==> src/rtl/lsc_pkg.sv <==
// Package: shared width codes, register addresses and the width clamp
// used by the link setup controller. Assumes 2-bit width codes.
package lsc_pkg;

    localparam int WCODE_W = 2;

    typedef enum logic [1:0] {
        WID_2   = 2'd0,
        WID_4   = 2'd1,
        WID_8   = 2'd2,
        WID_RSV = 2'd3
    } wid_code_e;

    localparam logic [1:0] WID_MIN = WID_2;

    localparam logic [1:0] ADDR_CAP    = 2'd0;
    localparam logic [1:0] ADDR_PEND_W = 2'd1;
    localparam logic [1:0] ADDR_PEND_F = 2'd2;
    localparam logic [1:0] ADDR_CTRL   = 2'd3;

    // Clamp a requested width code: reserved counts as widest, then limit to cap.
    function automatic logic [1:0] wid_clamp(input logic [1:0] req, input logic [1:0] cap);
        logic [1:0] r;
        r = (req == WID_RSV) ? WID_8 : req;
        return (r > cap) ? cap : r;
    endfunction

endpackage

==> src/rtl/lsc_handshake.sv <==
// Width handshake: after cold reset, captures the first peer width strobe,
// resolves the narrower of local and peer width and raises done.
// Assumes peer_width is meaningful only while peer_valid is high.
module lsc_handshake
    import lsc_pkg::*;
#(
    parameter logic [1:0] WIDTH_CAP = WID_4
) (
    input  logic       clk,
    input  logic       rst_n,
    input  logic       peer_valid,
    input  logic [1:0] peer_width,
    output logic       hs_fire,
    output logic       hs_done,
    output logic [1:0] neg_width
);

    logic       done_q;
    logic [1:0] neg_q;

    assign hs_fire   = peer_valid && !done_q;
    assign hs_done   = done_q;
    assign neg_width = neg_q;

    // Latch the negotiated width once, on the first strobe after cold reset.
    always_ff @(posedge clk) begin
        if (!rst_n) begin
            done_q <= 1'b0;
            neg_q  <= WID_MIN;
        end else if (hs_fire) begin
            done_q <= 1'b1;
            neg_q  <= wid_clamp(peer_width, WIDTH_CAP);
        end
    end

    AST_DONE_STICKY: assert property (@(posedge clk) disable iff (!rst_n)
        done_q |=> done_q);
    AST_NEG_FROZEN: assert property (@(posedge clk) disable iff (!rst_n)
        done_q |=> $stable(neg_q));
    AST_NEG_WITHIN_CAP: assert property (@(posedge clk) disable iff (!rst_n)
        neg_q <= WIDTH_CAP);

endmodule

==> src/rtl/lsc_regs.sv <==
// Register window: read-only capability word, clamped staged width and rate,
// and a control register whose bit 0 requests a warm reset.
// Assumes a peer strobe and a staged-width write do not coincide
// (the handshake result takes priority if they do).
module lsc_regs
    import lsc_pkg::*;
#(
    parameter logic [1:0]        WIDTH_CAP    = WID_4,
    parameter int                FREQ_W       = 4,
    parameter logic [FREQ_W-1:0] FREQ_CAP     = 4'd5,
    parameter logic [FREQ_W-1:0] FREQ_DEFAULT = 4'd0,
    parameter int                DATA_W       = 8,
    parameter int                ADDR_W       = 2
) (
    input  logic              clk,
    input  logic              rst_n,
    input  logic              reg_wen,
    input  logic [ADDR_W-1:0] reg_addr,
    input  logic [DATA_W-1:0] reg_wdata,
    output logic [DATA_W-1:0] reg_rdata,
    input  logic              hs_fire,
    input  logic [1:0]        neg_width,
    output logic [1:0]        pend_width,
    output logic [FREQ_W-1:0] pend_freq,
    output logic              ctrl_apply,
    output logic              warm_req
);

    localparam int FREQ_LSB = 4;

    logic [1:0]        pw_q;
    logic [FREQ_W-1:0] pf_q;
    logic              wreq_q;
    logic [FREQ_W-1:0] freq_req;
    logic [FREQ_W-1:0] freq_clamped;
    logic              wr_pw;
    logic              wr_pf;
    logic              wdata_unused;

    assign wdata_unused = ^reg_wdata[DATA_W-1:FREQ_W];

    // Decode write strobes per register.
    always_comb begin
        wr_pw      = reg_wen && (reg_addr == ADDR_PEND_W);
        wr_pf      = reg_wen && (reg_addr == ADDR_PEND_F);
        ctrl_apply = reg_wen && (reg_addr == ADDR_CTRL) && reg_wdata[0];
    end

    // Saturate a requested rate to the advertised cap.
    always_comb begin
        freq_req     = reg_wdata[FREQ_W-1:0];
        freq_clamped = (freq_req > FREQ_CAP) ? FREQ_CAP : freq_req;
    end

    // Staged width: handshake result first, then software writes.
    always_ff @(posedge clk) begin
        if (!rst_n) begin
            pw_q <= WID_MIN;
        end else if (hs_fire) begin
            pw_q <= wid_clamp(neg_width_next(), WIDTH_CAP);
        end else if (wr_pw) begin
            pw_q <= wid_clamp(reg_wdata[1:0], WIDTH_CAP);
        end
    end

    // Staged rate: cold reset restores the default, writes are clamped.
    always_ff @(posedge clk) begin
        if (!rst_n) begin
            pf_q <= FREQ_DEFAULT;
        end else if (wr_pf) begin
            pf_q <= freq_clamped;
        end
    end

    // Warm-reset request pulse, one cycle after the control write.
    always_ff @(posedge clk) begin
        if (!rst_n) begin
            wreq_q <= 1'b0;
        end else begin
            wreq_q <= ctrl_apply;
        end
    end

    // Read mux for the register window.
    always_comb begin
        reg_rdata = '0;
        case (reg_addr)
            ADDR_CAP: begin
                reg_rdata[1:0]                 = WIDTH_CAP;
                reg_rdata[FREQ_LSB +: FREQ_W]  = FREQ_CAP;
            end
            ADDR_PEND_W: reg_rdata[1:0]        = pw_q;
            ADDR_PEND_F: reg_rdata[FREQ_W-1:0] = pf_q;
            default:     reg_rdata             = '0;
        endcase
    end

    // The handshake resolves the width in the same cycle it fires.
    function automatic logic [1:0] neg_width_next();
        return neg_width;
    endfunction

    assign pend_width = pw_q;
    assign pend_freq  = pf_q;
    assign warm_req   = wreq_q;

    AST_PEND_W_CAP: assert property (@(posedge clk) disable iff (!rst_n)
        pw_q <= WIDTH_CAP);
    AST_PEND_F_CAP: assert property (@(posedge clk) disable iff (!rst_n)
        pf_q <= FREQ_CAP);
    AST_PEND_F_HOLD: assert property (@(posedge clk) disable iff (!rst_n)
        !wr_pf |=> $stable(pf_q));

endmodule

==> src/rtl/lsc_active.sv <==
// Active settings: holds the live width and rate codes. The handshake loads
// the width; afterwards only a warm reset, a link-stop rising edge or a
// control request copies the staged values in. Assumes sync inputs.
module lsc_active
    import lsc_pkg::*;
#(
    parameter int                FREQ_W       = 4,
    parameter logic [FREQ_W-1:0] FREQ_DEFAULT = 4'd0
) (
    input  logic              clk,
    input  logic              rst_n,
    input  logic              hs_fire,
    input  logic              hs_done,
    input  logic [1:0]        hs_width,
    input  logic [1:0]        pend_width,
    input  logic [FREQ_W-1:0] pend_freq,
    input  logic              ctrl_apply,
    input  logic              warm_rst_n,
    input  logic              link_stop,
    output logic [1:0]        act_width,
    output logic [FREQ_W-1:0] act_freq
);

    logic              stop_q;
    logic              stop_rise;
    logic              apply;
    logic [1:0]        w_q;
    logic [FREQ_W-1:0] f_q;

    // Remember the previous link-stop level for edge detection.
    always_ff @(posedge clk) begin
        if (!rst_n) begin
            stop_q <= 1'b0;
        end else begin
            stop_q <= link_stop;
        end
    end

    // An apply event counts only once the handshake has finished.
    always_comb begin
        stop_rise = link_stop && !stop_q;
        apply     = hs_done && (ctrl_apply || stop_rise || !warm_rst_n);
    end

    // Live settings: handshake load, then staged-value copies on apply.
    always_ff @(posedge clk) begin
        if (!rst_n) begin
            w_q <= WID_MIN;
            f_q <= FREQ_DEFAULT;
        end else if (hs_fire) begin
            w_q <= hs_width;
        end else if (apply) begin
            w_q <= pend_width;
            f_q <= pend_freq;
        end
    end

    assign act_width = w_q;
    assign act_freq  = f_q;

    AST_MIN_UNTIL_DONE: assert property (@(posedge clk) disable iff (!rst_n)
        !hs_done |-> (w_q == WID_MIN && f_q == FREQ_DEFAULT));
    AST_HOLD_NO_EVENT: assert property (@(posedge clk) disable iff (!rst_n)
        (hs_done && !apply) |=> ($stable(w_q) && $stable(f_q)));
    AST_APPLY_COPIES: assert property (@(posedge clk) disable iff (!rst_n)
        apply |=> (w_q == $past(pend_width) && f_q == $past(pend_freq)));

endmodule

==> src/rtl/link_setup_ctrl.sv <==
// Top: link width and clock-rate setup for one link end. Wires the width
// handshake, the register window and the active-settings holder.
// Assumes all inputs are synchronous to clk; rst_n is the cold reset.
module link_setup_ctrl
    import lsc_pkg::*;
#(
    parameter logic [1:0]        WIDTH_CAP    = WID_4,
    parameter int                FREQ_W       = 4,
    parameter logic [FREQ_W-1:0] FREQ_CAP     = 4'd5,
    parameter logic [FREQ_W-1:0] FREQ_DEFAULT = 4'd0,
    parameter int                DATA_W       = 8,
    parameter int                ADDR_W       = 2
) (
    input  logic              clk,
    input  logic              rst_n,
    input  logic              warm_rst_n,
    input  logic              link_stop,
    input  logic              peer_valid,
    input  logic [1:0]        peer_width,
    input  logic              reg_wen,
    input  logic [ADDR_W-1:0] reg_addr,
    input  logic [DATA_W-1:0] reg_wdata,
    output logic [DATA_W-1:0] reg_rdata,
    output logic [1:0]        act_width,
    output logic [FREQ_W-1:0] act_freq,
    output logic              hs_done,
    output logic              warm_req
);

    logic              hs_fire;
    logic [1:0]        neg_width;
    logic [1:0]        hs_width;
    logic [1:0]        pend_width;
    logic [FREQ_W-1:0] pend_freq;
    logic              ctrl_apply;

    // Width resolved in the firing cycle, fed to both staged and live copies.
    assign hs_width = wid_clamp(peer_width, WIDTH_CAP);

    lsc_handshake #(
        .WIDTH_CAP (WIDTH_CAP)
    ) u_hs (
        .clk        (clk),
        .rst_n      (rst_n),
        .peer_valid (peer_valid),
        .peer_width (peer_width),
        .hs_fire    (hs_fire),
        .hs_done    (hs_done),
        .neg_width  (neg_width)
    );

    lsc_regs #(
        .WIDTH_CAP    (WIDTH_CAP),
        .FREQ_W       (FREQ_W),
        .FREQ_CAP     (FREQ_CAP),
        .FREQ_DEFAULT (FREQ_DEFAULT),
        .DATA_W       (DATA_W),
        .ADDR_W       (ADDR_W)
    ) u_regs (
        .clk        (clk),
        .rst_n      (rst_n),
        .reg_wen    (reg_wen),
        .reg_addr   (reg_addr),
        .reg_wdata  (reg_wdata),
        .reg_rdata  (reg_rdata),
        .hs_fire    (hs_fire),
        .neg_width  (hs_width),
        .pend_width (pend_width),
        .pend_freq  (pend_freq),
        .ctrl_apply (ctrl_apply),
        .warm_req   (warm_req)
    );

    lsc_active #(
        .FREQ_W       (FREQ_W),
        .FREQ_DEFAULT (FREQ_DEFAULT)
    ) u_act (
        .clk        (clk),
        .rst_n      (rst_n),
        .hs_fire    (hs_fire),
        .hs_done    (hs_done),
        .hs_width   (hs_width),
        .pend_width (pend_width),
        .pend_freq  (pend_freq),
        .ctrl_apply (ctrl_apply),
        .warm_rst_n (warm_rst_n),
        .link_stop  (link_stop),
        .act_width  (act_width),
        .act_freq   (act_freq)
    );

    AST_WIDTH_LE_CAP: assert property (@(posedge clk) disable iff (!rst_n)
        act_width <= WIDTH_CAP);
    AST_FREQ_LE_CAP: assert property (@(posedge clk) disable iff (!rst_n)
        act_freq <= FREQ_CAP);
    AST_HS_AGREES: assert property (@(posedge clk) disable iff (!rst_n)
        $rose(hs_done) |-> (act_width == neg_width && pend_width == neg_width));

endmodule

==> config.mk <==
export PLATFORM = sky130hd
export DESIGN_NAME = link_setup_ctrl
export DESIGN_NICKNAME = d
export VERILOG_FILES = /design/src/rtl/lsc_pkg.sv /design/src/rtl/lsc_handshake.sv /design/src/rtl/lsc_regs.sv /design/src/rtl/lsc_active.sv /design/src/rtl/link_setup_ctrl.sv
export SDC_FILE = /design/constraint.sdc
export NUM_CORES = 1
export LEC_CHECK = 0
export ABC_AREA = 1
export BUFFER_PORTS_ARGS = -buffer_cell sky130_fd_sc_hd__buf_4
export CAP_MARGIN = 40
export CORE_MARGIN = 5
export CORE_UTILIZATION = 34
export DETAILED_ROUTE_END_ITERATION = 7
export SETUP_SLACK_MARGIN = 0.05
export SYNTH_ARGS = -nofsm -noshare
export SYNTH_HDL_FRONTEND = slang
export SYNTH_SLANG_ARGS = --single-unit
==> constraint.sdc <==
create_clock -name clk -period 1.3 [get_ports clk]
set_input_delay 0.065 -clock clk [delete_from_list [all_inputs] [get_ports clk]]
set_output_delay 0.065 -clock clk [all_outputs]
set_load 0.02 [all_outputs]
# Word-level counts from Yosys, hierarchy flattened
# Index checks and enable logic that the tools add are counted.
op_classes:
  addsub: 0
  multipliers: 0
  div_mod_pow: 0
  n_lt_le_gt_ge: 4
  eq_ne: 6
  n_shift: 0
  mux: 14
  n_bitwise: 1
  reduce_logical: 16
op_table:
  columns: ["cell", "count"]
  rows:
  - ["2-to-1 mux 2 bit", 11]
  - ["== test 2 bit (second input constant)", 5]
  - ["logical AND 1 bit", 7]
  - ["greater-than comparator 2 x 1 -> 1 bit (second input constant)", 3]
  - ["one-hot mux 2 bit (3 select lines)", 1]
  - ["greater-than comparator 4 x 3 -> 1 bit (second input constant)", 1]
  - ["2-to-1 mux 4 bit", 1]
  - ["nonzero test 2 bit", 2]
  - ["logical NOT 1 bit", 3]
  - ["2-to-1 mux 3 bit", 1]
  - ["== test 2 x 1 -> 1 bit (second input constant)", 1]
  - ["logical NOT 2 bit", 1]
  - ["logical OR 1 bit", 2]
  - ["AND reduction 2 bit", 1]
  - ["NOT 1 bit", 1]
word_totals:
  regBits: 15
  latchBits: 0
  ram_bits: 0
  romBits: 0
  inputBits: 18
  word_cells: 48
  mem_count: 0

# Longest topological paths before layout
# Gate-level depths: netlist of run 1.
logic_depth:
  word_depth: 9
  depth_mapped: 8

# By module
# From an unflattened synthesis of run 1, not the netlist that was laid out.
unflattened:
  hier_cells: 131
  hier_area_um2: 857.1
modules_own_cells:
  columns: ["module", "n_inst", "cells_per_inst", "area_per_inst_um2"]
  rows:
  - ["lsc_regs", 1, 57, 374.1]
  - ["lsc_active", 1, 53, 349.1]
  - ["lsc_handshake", 1, 17, 118.9]
  - ["link_setup_ctrl", 1, 4, 15.0]

# Worst setup path after synthesis of run 1
# Ideal clock, no wire load.
synth_timing:
  kind: "register to register"
  from: "reg u_hs.done_q, in the netlist u_hs.hs_done"
  to: "reg u_regs.pw_q[0], in the netlist u_regs.pend_width[0]"
  setup_time_ns: 0.116
  arrival_ns: 1.021
  slack_ns: 0.163
  stages_incl_launch_ff: 7
  period_less_slack_ns: 1.137
  path_cell_list: "dfxtp_1 inv_1 nand2_4 inv_1 o21ai_0 nand3_1 o211a_1"
synth_between:
  elab_chain_cells: 3
synth_lines:
  columns: ["item", "line", "rtl"]
  rows:
  - ["start: declaration", "lsc_handshake.sv:18", "logic done_q;"]
  - ["start signal: assignment", "lsc_handshake.sv:28", "done_q <= 1'b0;"]
  - ["start signal: assignment", "lsc_handshake.sv:31", "done_q <= 1'b1;"]
  - ["logical NOT 1 bit (*)", "lsc_handshake.sv:21", "assign hs_fire = peer_valid && !done_q;"]
  - ["logical AND 1 bit (*)", "lsc_handshake.sv:21", null]
  - ["2-to-1 mux 2 bit or nonzero test 2 bit (tied branches)", null, null]
  - ["end signal: assignment", "lsc_regs.sv:60", "pw_q <= wid_clamp(neg_width_next(), WIDTH_CAP);"]
  - ["end signal: assignment", "lsc_regs.sv:62", "pw_q <= wid_clamp(reg_wdata[1:0], WIDTH_CAP);"]
  - ["end: declaration", "lsc_regs.sv:31", "logic [1:0] pw_q;"]
# Every way passes the cells marked *; elsewhere a longest branch is shown, timed or not.
# A chain may end at the register's enable or synchronous reset.

# Worst setup path in the final report of run 1
layout_timing:
  from: "reg u_regs.pw_q[1], in the netlist u_regs.pend_width[1]"
  to: "out reg_rdata[1]"
layout_between:
  elab_chain_cells: 1
layout_lines:
  columns: ["item", "line", "rtl"]
  rows:
  - ["one-hot mux 2 bit (3 select lines)", "lsc_regs.sv:87", "case (reg_addr)"]
  - ["end: declaration", "link_setup_ctrl.sv:23", "output logic [DATA_W-1:0] reg_rdata,"]
# No other way between the ends.

==> flow_metrics.env, run 1 <==
export IMPL_outcome="finished, final reports clean"
export IMPL_fillerInstances=217
export IMPL_fmax_mhz=912
export IMPL_dpl_cell_area_um2=911
export IMPL_ys_seq_area_share_pct=42.9
export IMPL_ant_nets=0
export IMPL_hold_path_depth=3
export IMPL_rr_worst_depth=6
export IMPL_leakage_nw=0.480
export IMPL_synthArstFlopShare_pct=0
export IMPL_pin_count=34
export IMPL_arrival_ns=1.03
export IMPL_r2r_slack_ns=0.23
export IMPL_slew_viols_final=0
export IMPL_chipWidth_um=55.4
export IMPL_cts_clk_slew_worst_paths_ns=0.08
export IMPL_fp_row_count=16
export IMPL_portBuffers=27
export IMPL_cts_tree="done"
export IMPL_viasPerCell=4.36
export IMPL_power_share_switching_pct=28.5
export IMPL_worst_endpoint_required_ns=1.24
export IMPL_hold_start="reg_wdata[2]"
export IMPL_wire_length_of_the_first_global_routing_pass_mm=2.79
export IMPL_diodes=0
export IMPL_coreArea_um2=1960
export IMPL_clkPwrFrac_pct=27.1
export IMPL_unrepaired_setup_endpoints_after_global_routing="no"
export IMPL_globalRouteTotalUtil_pct=11.2
export IMPL_dieArea_um2=3070
export IMPL_syn_cell_area_um2=701
export IMPL_route_final_wire_length_mm=1.51
export IMPL_clock_insertion_delay_worst_skew_ns=0.28
export IMPL_period_minus_slack_ns=1.10
export IMPL_internal_power_uw=693
export IMPL_design_area_um2=952
export IMPL_powerDensity_nw_per_um2=1020
export IMPL_cts_htree_levels=1
export IMPL_clock_tree_root_cell="sky130_fd_sc_hd__clkbuf_4"
export IMPL_share_of_layout_cells_above_drive_strength_1_pct=33.3
export IMPL_cts_sinks=15
export IMPL_route_detailed_wl_per_inst_um=9.86
export IMPL_max_cap_viol_count=0
export IMPL_dp_final_hpwl_mm=1.21
export IMPL_global_route_peak_usage_layer="met2"
export IMPL_path_class="register to output port"
export IMPL_crit_path_max_fanout=2
export IMPL_ctsLongestPathBuffers=2
export IMPL_share_comb_of_total_power_pct=21.5
export IMPL_drt_first_pass_iters=2
export IMPL_synthCells=97
export IMPL_drt_iter0_drc=6
export IMPL_grt_antenna_before_repair=0
export IMPL_worst_r2r_startpoint="u_hs.hs_done"
export IMPL_grt_util_met3_pct=2.33
export IMPL_final_setup_viol_count=0
export IMPL_min_to="u_regs.pend_freq[0]"
export IMPL_post_synth_num_cell_types=21
export IMPL_p_sw_uw=276
export IMPL_yosys_warnings=0
export IMPL_timing_hold_violations_final=0
export IMPL_synth_top_flop_cell="sky130_fd_sc_hd__dfxtp_1"
export IMPL_route_vias_total=667
export IMPL_grt_use_met2_pct=17.9
export IMPL_nets=145
export IMPL_crit_path_end_kind="output port"
export IMPL_die_height_um=55.4
export IMPL_fin_setup_tns_ns=0
export IMPL_number_of_global_route_vias_before_repair=655
export IMPL_cts_setup_buffers=0
export IMPL_area_growth_syn_to_layout_pct=35.9
export IMPL_globalplace_congestion=0.751
export IMPL_synth_avg_cell_area_um2=7.22
export IMPL_synth_seq_cells=15
export IMPL_worst_ir_drop_vdd_uv=309
export IMPL_tritoncts_num_buffers=3
export IMPL_grt_met1_usage_pct=13.1
export IMPL_initial_utilization_pct=35.7
export IMPL_seqPwrFrac_pct=51.4
export IMPL_grt_max_degree=13
export IMPL_synth_edff_count=0
export IMPL_fin_crit_sh_pct=84.3
export IMPL_worst_clock_skew_ns=0.000753
export IMPL_worst_r2r_endpoint="u_regs.pend_width[0]"
export IMPL_drcViolationCount=0
export IMPL_gr_total_overflow=0
export IMPL_critPathLaunchType="register"
export IMPL_worstHoldPathType="primary input to register"
## what timing repair did
action,4_1_cts,5_1_grt
resized for setup,0,2
hold buffers,1,0
hold endpoints to repair,1,0
endpoints found under the setup margin,0,5
## area by class of cell
type	instances	area, um^2	area share [%]
Clock buffer	4	26.3	2.76
Multi-Input combinational cell	60	305	32.1
Timing Repair Buffer	28	213	22.3
Tap cell	27	33.8	3.55
Inverter	19	73.8	7.75
Sequential cell	15	300	31.5
## synth_stat cells (2+ instances only)
cell type,n,area [um^2]
sky130_fd_sc_hd__inv_1,16,60.1
sky130_fd_sc_hd__dfxtp_1,15,300
sky130_fd_sc_hd__nor2_1,14,52.6
sky130_fd_sc_hd__nand2_1,12,45.0
sky130_fd_sc_hd__o21ai_0,10,50.1
sky130_fd_sc_hd__a21oi_1,4,20.0
sky130_fd_sc_hd__buf_4,4,30.0
sky130_fd_sc_hd__nand3_1,4,20.0
sky130_fd_sc_hd__nand2_2,3,18.8
sky130_fd_sc_hd__a31oi_1,2,12.5
sky130_fd_sc_hd__inv_2,2,7.51
sky130_fd_sc_hd__nand2_4,2,22.5
## routing by layer
metal / vias to the layer above / part of all wire (%)
met1: 286 / 45
met5: - / 0
li1: 355 / -
met4: 0 / 3.5
met2: 21 / 46
met3: 5 / 5.8
## worst max-delay path: stages (launching register included)
cell and delay [ns]:
sky130_fd_sc_hd__dfxtp_1 0.34, sky130_fd_sc_hd__inv_1 0.05, sky130_fd_sc_hd__o21ai_0 0.19, sky130_fd_sc_hd__buf_4 0.17
## through the flow
step	setup slack, ns	instances	power, mW	hold slack, ns	utilization (%)
floorplan	0.163	98	0.635	0.158	-
global placement	0.256	148	0.712	0.254	46.4
detailed placement	0.221	148	0.715	0.269	46.4
CTS	0.141	153	0.983	0.0469	48.3
global route	0.101	153	1.02	0.0562	48.5
finish	0.204	153	0.968	0.0528	48.5
## kinds of logic after synthesis
| family | count (synthesis) | share of synthesized area [%] |
|---|---|---|
| simple gates | 39 | 26.8 |
| buf+inv | 23 | 14.6 |
| compound gates | 19 | 15.2 |
| flops | 15 | 42.9 |
| other cells | 1 | 0.535 |
## state kept, by name, indices dropped and copies added, names as in the netlist
name and flops:
u_regs.warm_req 1, u_hs.hs_done 1, u_act.stop_q 1, u_regs.pend_width 2, u_act.act_freq 4, u_act.act_width 2
u_regs.pend_freq 4
## power by group through the flow
stage / Sequential (mW) / Clock [mW] / Combinational (mW)
after floorplan: 0.526 / 0 / 0.109
after global placement: 0.508 / 0 / 0.204
after detailed placement: 0.509 / 0 / 0.206
after CTS: 0.498 / 0.277 / 0.208
after global routing: 0.501 / 0.287 / 0.233
final: 0.498 / 0.263 / 0.208
## cell usage in the layout, fill, tap and decap left out, drive strengths merged
cell type    instances
a21oi                5
a31oi                2
buf                 27
clkbuf               4
conb                 2
dfxtp               15
dlygate4sd3          1
inv                 19
nand2               17
nand3                4
nand4                1
nor2                16
nor3                 1
o211a                1
o21ai               11
## worst max-delay path by stage
stage	from	endpoint	depth (start not counted)
5_1_grt	link_stop	u_act.act_width[1]	8
4_1_cts	link_stop	u_act.act_width[1]	8
2_1_floorplan	u_hs.hs_done	u_regs.pend_width[0]	6
3_5_place_dp	u_hs.hs_done	u_regs.pend_width[0]	6
3_3_place_gp	u_hs.hs_done	u_regs.pend_width[0]	6
6_report	u_regs.pend_width[1]	reg_rdata[1]	3
(Power assumes the default switching activity.)
==> run 2, diff against run 1 <==
--- a/config.mk
+++ b/config.mk
@@ -5,7 +5,7 @@
 export SDC_FILE = /design/constraint.sdc
 export NUM_CORES = 1
 export LEC_CHECK = 0
-export ABC_AREA = 1
+export ABC_AREA = 0
 export BUFFER_PORTS_ARGS = -buffer_cell sky130_fd_sc_hd__buf_4
 export CAP_MARGIN = 40
 export CORE_MARGIN = 5
==> constraint.sdc (replaced) <==
create_clock -name clk -period 1 [get_ports clk]
set_input_delay 0.05 -clock clk [delete_from_list [all_inputs] [get_ports clk]]
set_output_delay 0.05 -clock clk [all_outputs]
set_load 0.02 [all_outputs]
==> flow_metrics.env, run 2 <==
export IMPL_outcome="complete, but fails checks"
export IMPL_failed_checks="setup timing"
export IMPL_placed_cells_incl_taps=128
export IMPL_powerDensity_nw_per_um2=1170
export IMPL_synth_avg_cell_area_um2=8.95
export IMPL_place_ws_ns=-0.00544
export IMPL_synth_top_cells_by_area="sky130_fd_sc_hd__dfxtp_1 44%, sky130_fd_sc_hd__mux2i_1 10%, sky130_fd_sc_hd__nand2_1 6.5%, sky130_fd_sc_hd__a211oi_1 4.4%, sky130_fd_sc_hd__nor2_1 4.4%"
export IMPL_drt_iter0_drc=10
export IMPL_yosys_area_top_type_share_pct=43.6
export IMPL_share_of_layout_cells_above_drive_strength_1_pct=49.1
export IMPL_path_class="register to register"
export IMPL_postLayoutCoreUtil_pct=54.8
export IMPL_tritoncts_num_buffers=3
export IMPL_period_minus_slack_ns=1.01
export IMPL_crit_path_max_fanout=5
export IMPL_portBuffers=27
export IMPL_area_growth_syn_to_layout_pct=54.3
export IMPL_wire_length_of_the_first_global_routing_pass_mm=2.79
export IMPL_yosys_cell_count_top_type="sky130_fd_sc_hd__dfxtp_1"
export IMPL_route_final_wire_length_mm=1.68
export IMPL_route_detailed_wl_per_inst_um=12.2
export IMPL_dieArea_um2=3030
export IMPL_crit_path_end_kind="register"
export IMPL_final_cell_mix="26 x sky130_fd_sc_hd__buf_4, 12 x sky130_fd_sc_hd__nand2_1, 8 x sky130_fd_sc_hd__nor2_1, 8 x sky130_fd_sc_hd__dfxtp_1, 7 x sky130_fd_sc_hd__mux2i_1"
export IMPL_fillerInstances=201
export IMPL_number_of_global_route_vias_before_repair=644
export IMPL_yosys_warnings=0
export IMPL_synth_top_flop_cell="sky130_fd_sc_hd__dfxtp_1"
export IMPL_yosys_area_top_type="sky130_fd_sc_hd__dfxtp_1"
export IMPL_synthArstFlopShare_pct=0
export IMPL_clock_insertion_delay_worst_skew_ns=0.28
export IMPL_coreArea_um2=1940
export IMPL_cts_clk_slew_worst_paths_ns=0.10
export IMPL_nets=129
export IMPL_post_synth_num_cell_types=23
export IMPL_ant_nets=0
export IMPL_layout_cells_most_common="sky130_fd_sc_hd__buf_4"
export IMPL_final_std_cells_w_o_fill=137
export IMPL_gr_total_overflow=0
export IMPL_arrival_ns=1.20
export IMPL_diodes=0
export IMPL_cts_htree_levels=1
export IMPL_globalplace_congestion=0.771
export IMPL_ctsLongestPathBuffers=2
export IMPL_pin_count=34
export IMPL_slew_viols_final=0
export IMPL_viasPerCell=4.48
export IMPL_route_vias_total=614
export IMPL_grt_antenna_before_repair=0
export IMPL_leakage_nw=0.478
export IMPL_syn_cell_area_um2=689
export IMPL_synthCells=77
export IMPL_dp_final_hpwl_mm=1.27
export IMPL_cts_tree="done"
export IMPL_ys_seq_area_share_pct=43.6
export IMPL_cts_sinks=15
export IMPL_grt_max_degree=14
export IMPL_chipWidth_um=55.0
export IMPL_worst_clock_skew_ns=0.00649
export IMPL_final_setup_viol_count=2
export IMPL_unrepaired_setup_endpoints_after_global_routing="yes"
export IMPL_worst_ir_drop_vdd_uv=738
export IMPL_drcViolationCount=0
export IMPL_critPathLaunchType="register"
export IMPL_fmax_mhz=989
export IMPL_worstHoldPathType="primary input to register"
export IMPL_clock_tree_root_cell="sky130_fd_sc_hd__clkbuf_4"
export IMPL_timing_hold_violations_final=0
export IMPL_synth_seq_cells=15
export IMPL_synthTopCellsByCount="15 x sky130_fd_sc_hd__dfxtp_1, 12 x sky130_fd_sc_hd__nand2_1, 8 x sky130_fd_sc_hd__nor2_1, 7 x sky130_fd_sc_hd__mux2i_1"
export IMPL_drt_first_pass_iters=4
export IMPL_die_height_um=55.0
export IMPL_worst_endpoint_required_ns=1.19
export IMPL_postLayoutSetupSlackWorst_ns=-0.0108
export IMPL_max_cap_viol_count=0
export IMPL_synth_edff_count=0
export IMPL_fin_crit_sh_pct=101
export IMPL_post_layout_total_power_mw=1.25
export IMPL_initial_utilization_pct=35.5
export IMPL_globalRouteTotalUtil_pct=12.8
export IMPL_fp_row_count=16
## run 2: cell type report
class | count | area (um^2) | share of cell area [%]
clock inverter | 1 | 5.00 | 0.471
tap | 27 | 33.8 | 3.18
clock buffer | 3 | 22.5 | 2.12
multi-input combinational | 55 | 397 | 37.3
sequential | 15 | 312 | 29.3
timing repair buffer | 33 | 280 | 26.4
inverter | 3 | 13.8 | 1.29
## run 2: what timing repair did
item | 4_1_cts | 5_1_grt
pin swaps | 1 | 0
hold buffers | 2 | 0
buffers inserted | 3 | 0
setup endpoints to repair | 9 | 12
endpoints found under the hold margin | 2 | 0
gates cloned | 0 | 0
resized for setup | 8 | 9
## run 2: worst paths after layout
check | startpoint | end | slack [ns] | cells past startpoint
max | u_hs.hs_done | u_act.act_width[0] | -0.01 | 3
min | reg_wdata[1] | u_regs.pend_freq[1] | 0.06 | 3
max reg2reg | u_hs.hs_done | u_act.act_width[0] | -0.01 | 3
min reg2reg | u_regs.pend_freq[3] | u_regs.pend_freq[3] | 0.46 | 2
## run 2: per-layer routing
layer | part of all wire, % | GRT usage [%] | wire, um | up-vias
li1 | - | - | - | 320
met1 | 44 | 14.8 | 739 | 276
met2 | 49 | 22.4 | 829 | 18
met3 | 6.5 | 4.02 | 109 | 0
met4 | 0 | 3.64 | 0 | 0
met5 | 0 | 0 | 0 | -
## run 2: report_power, final
group	switching, mW	total, mW	internal, mW
combinational	0.124	0.258	0.135
clock	0.208	0.357	0.148
sequential	0.0160	0.634	0.618
total	0.348	1.25	0.901
## run 2: through the flow
step | setup TNS [ns] | hold WS (ns) | area (um^2)
after floorplan | 0 | 0.165 | 718
after global placement | 0 | 0.291 | 943
after detailed placement | -0.00544 | 0.288 | 943
after CTS | -0.0185 | 0.0287 | 1040
after global routing | -0.330 | 0.0267 | 1060
final | -0.0131 | 0.0552 | 1060
## run 2: cells by family (layout without fill, tap and decap cells)
logic type,Yosys count,count (layout),synth area share [%]
muxes,7,7,10.2
DFF,15,15,43.6
buffers and inverters,8,40,6.17
AOI/OAI and AO/OA,8,8,10.2
other,1,2,0.544
and+or+nand+nor,38,38,29.4
## run 2: worst max-delay path: stages, from the launching register on
cell and delay (ns):
sky130_fd_sc_hd__dfxtp_4 0.39, sky130_fd_sc_hd__nor4b_4 0.32, sky130_fd_sc_hd__a211o_1 0.14, sky130_fd_sc_hd__mux2i_1 0.06
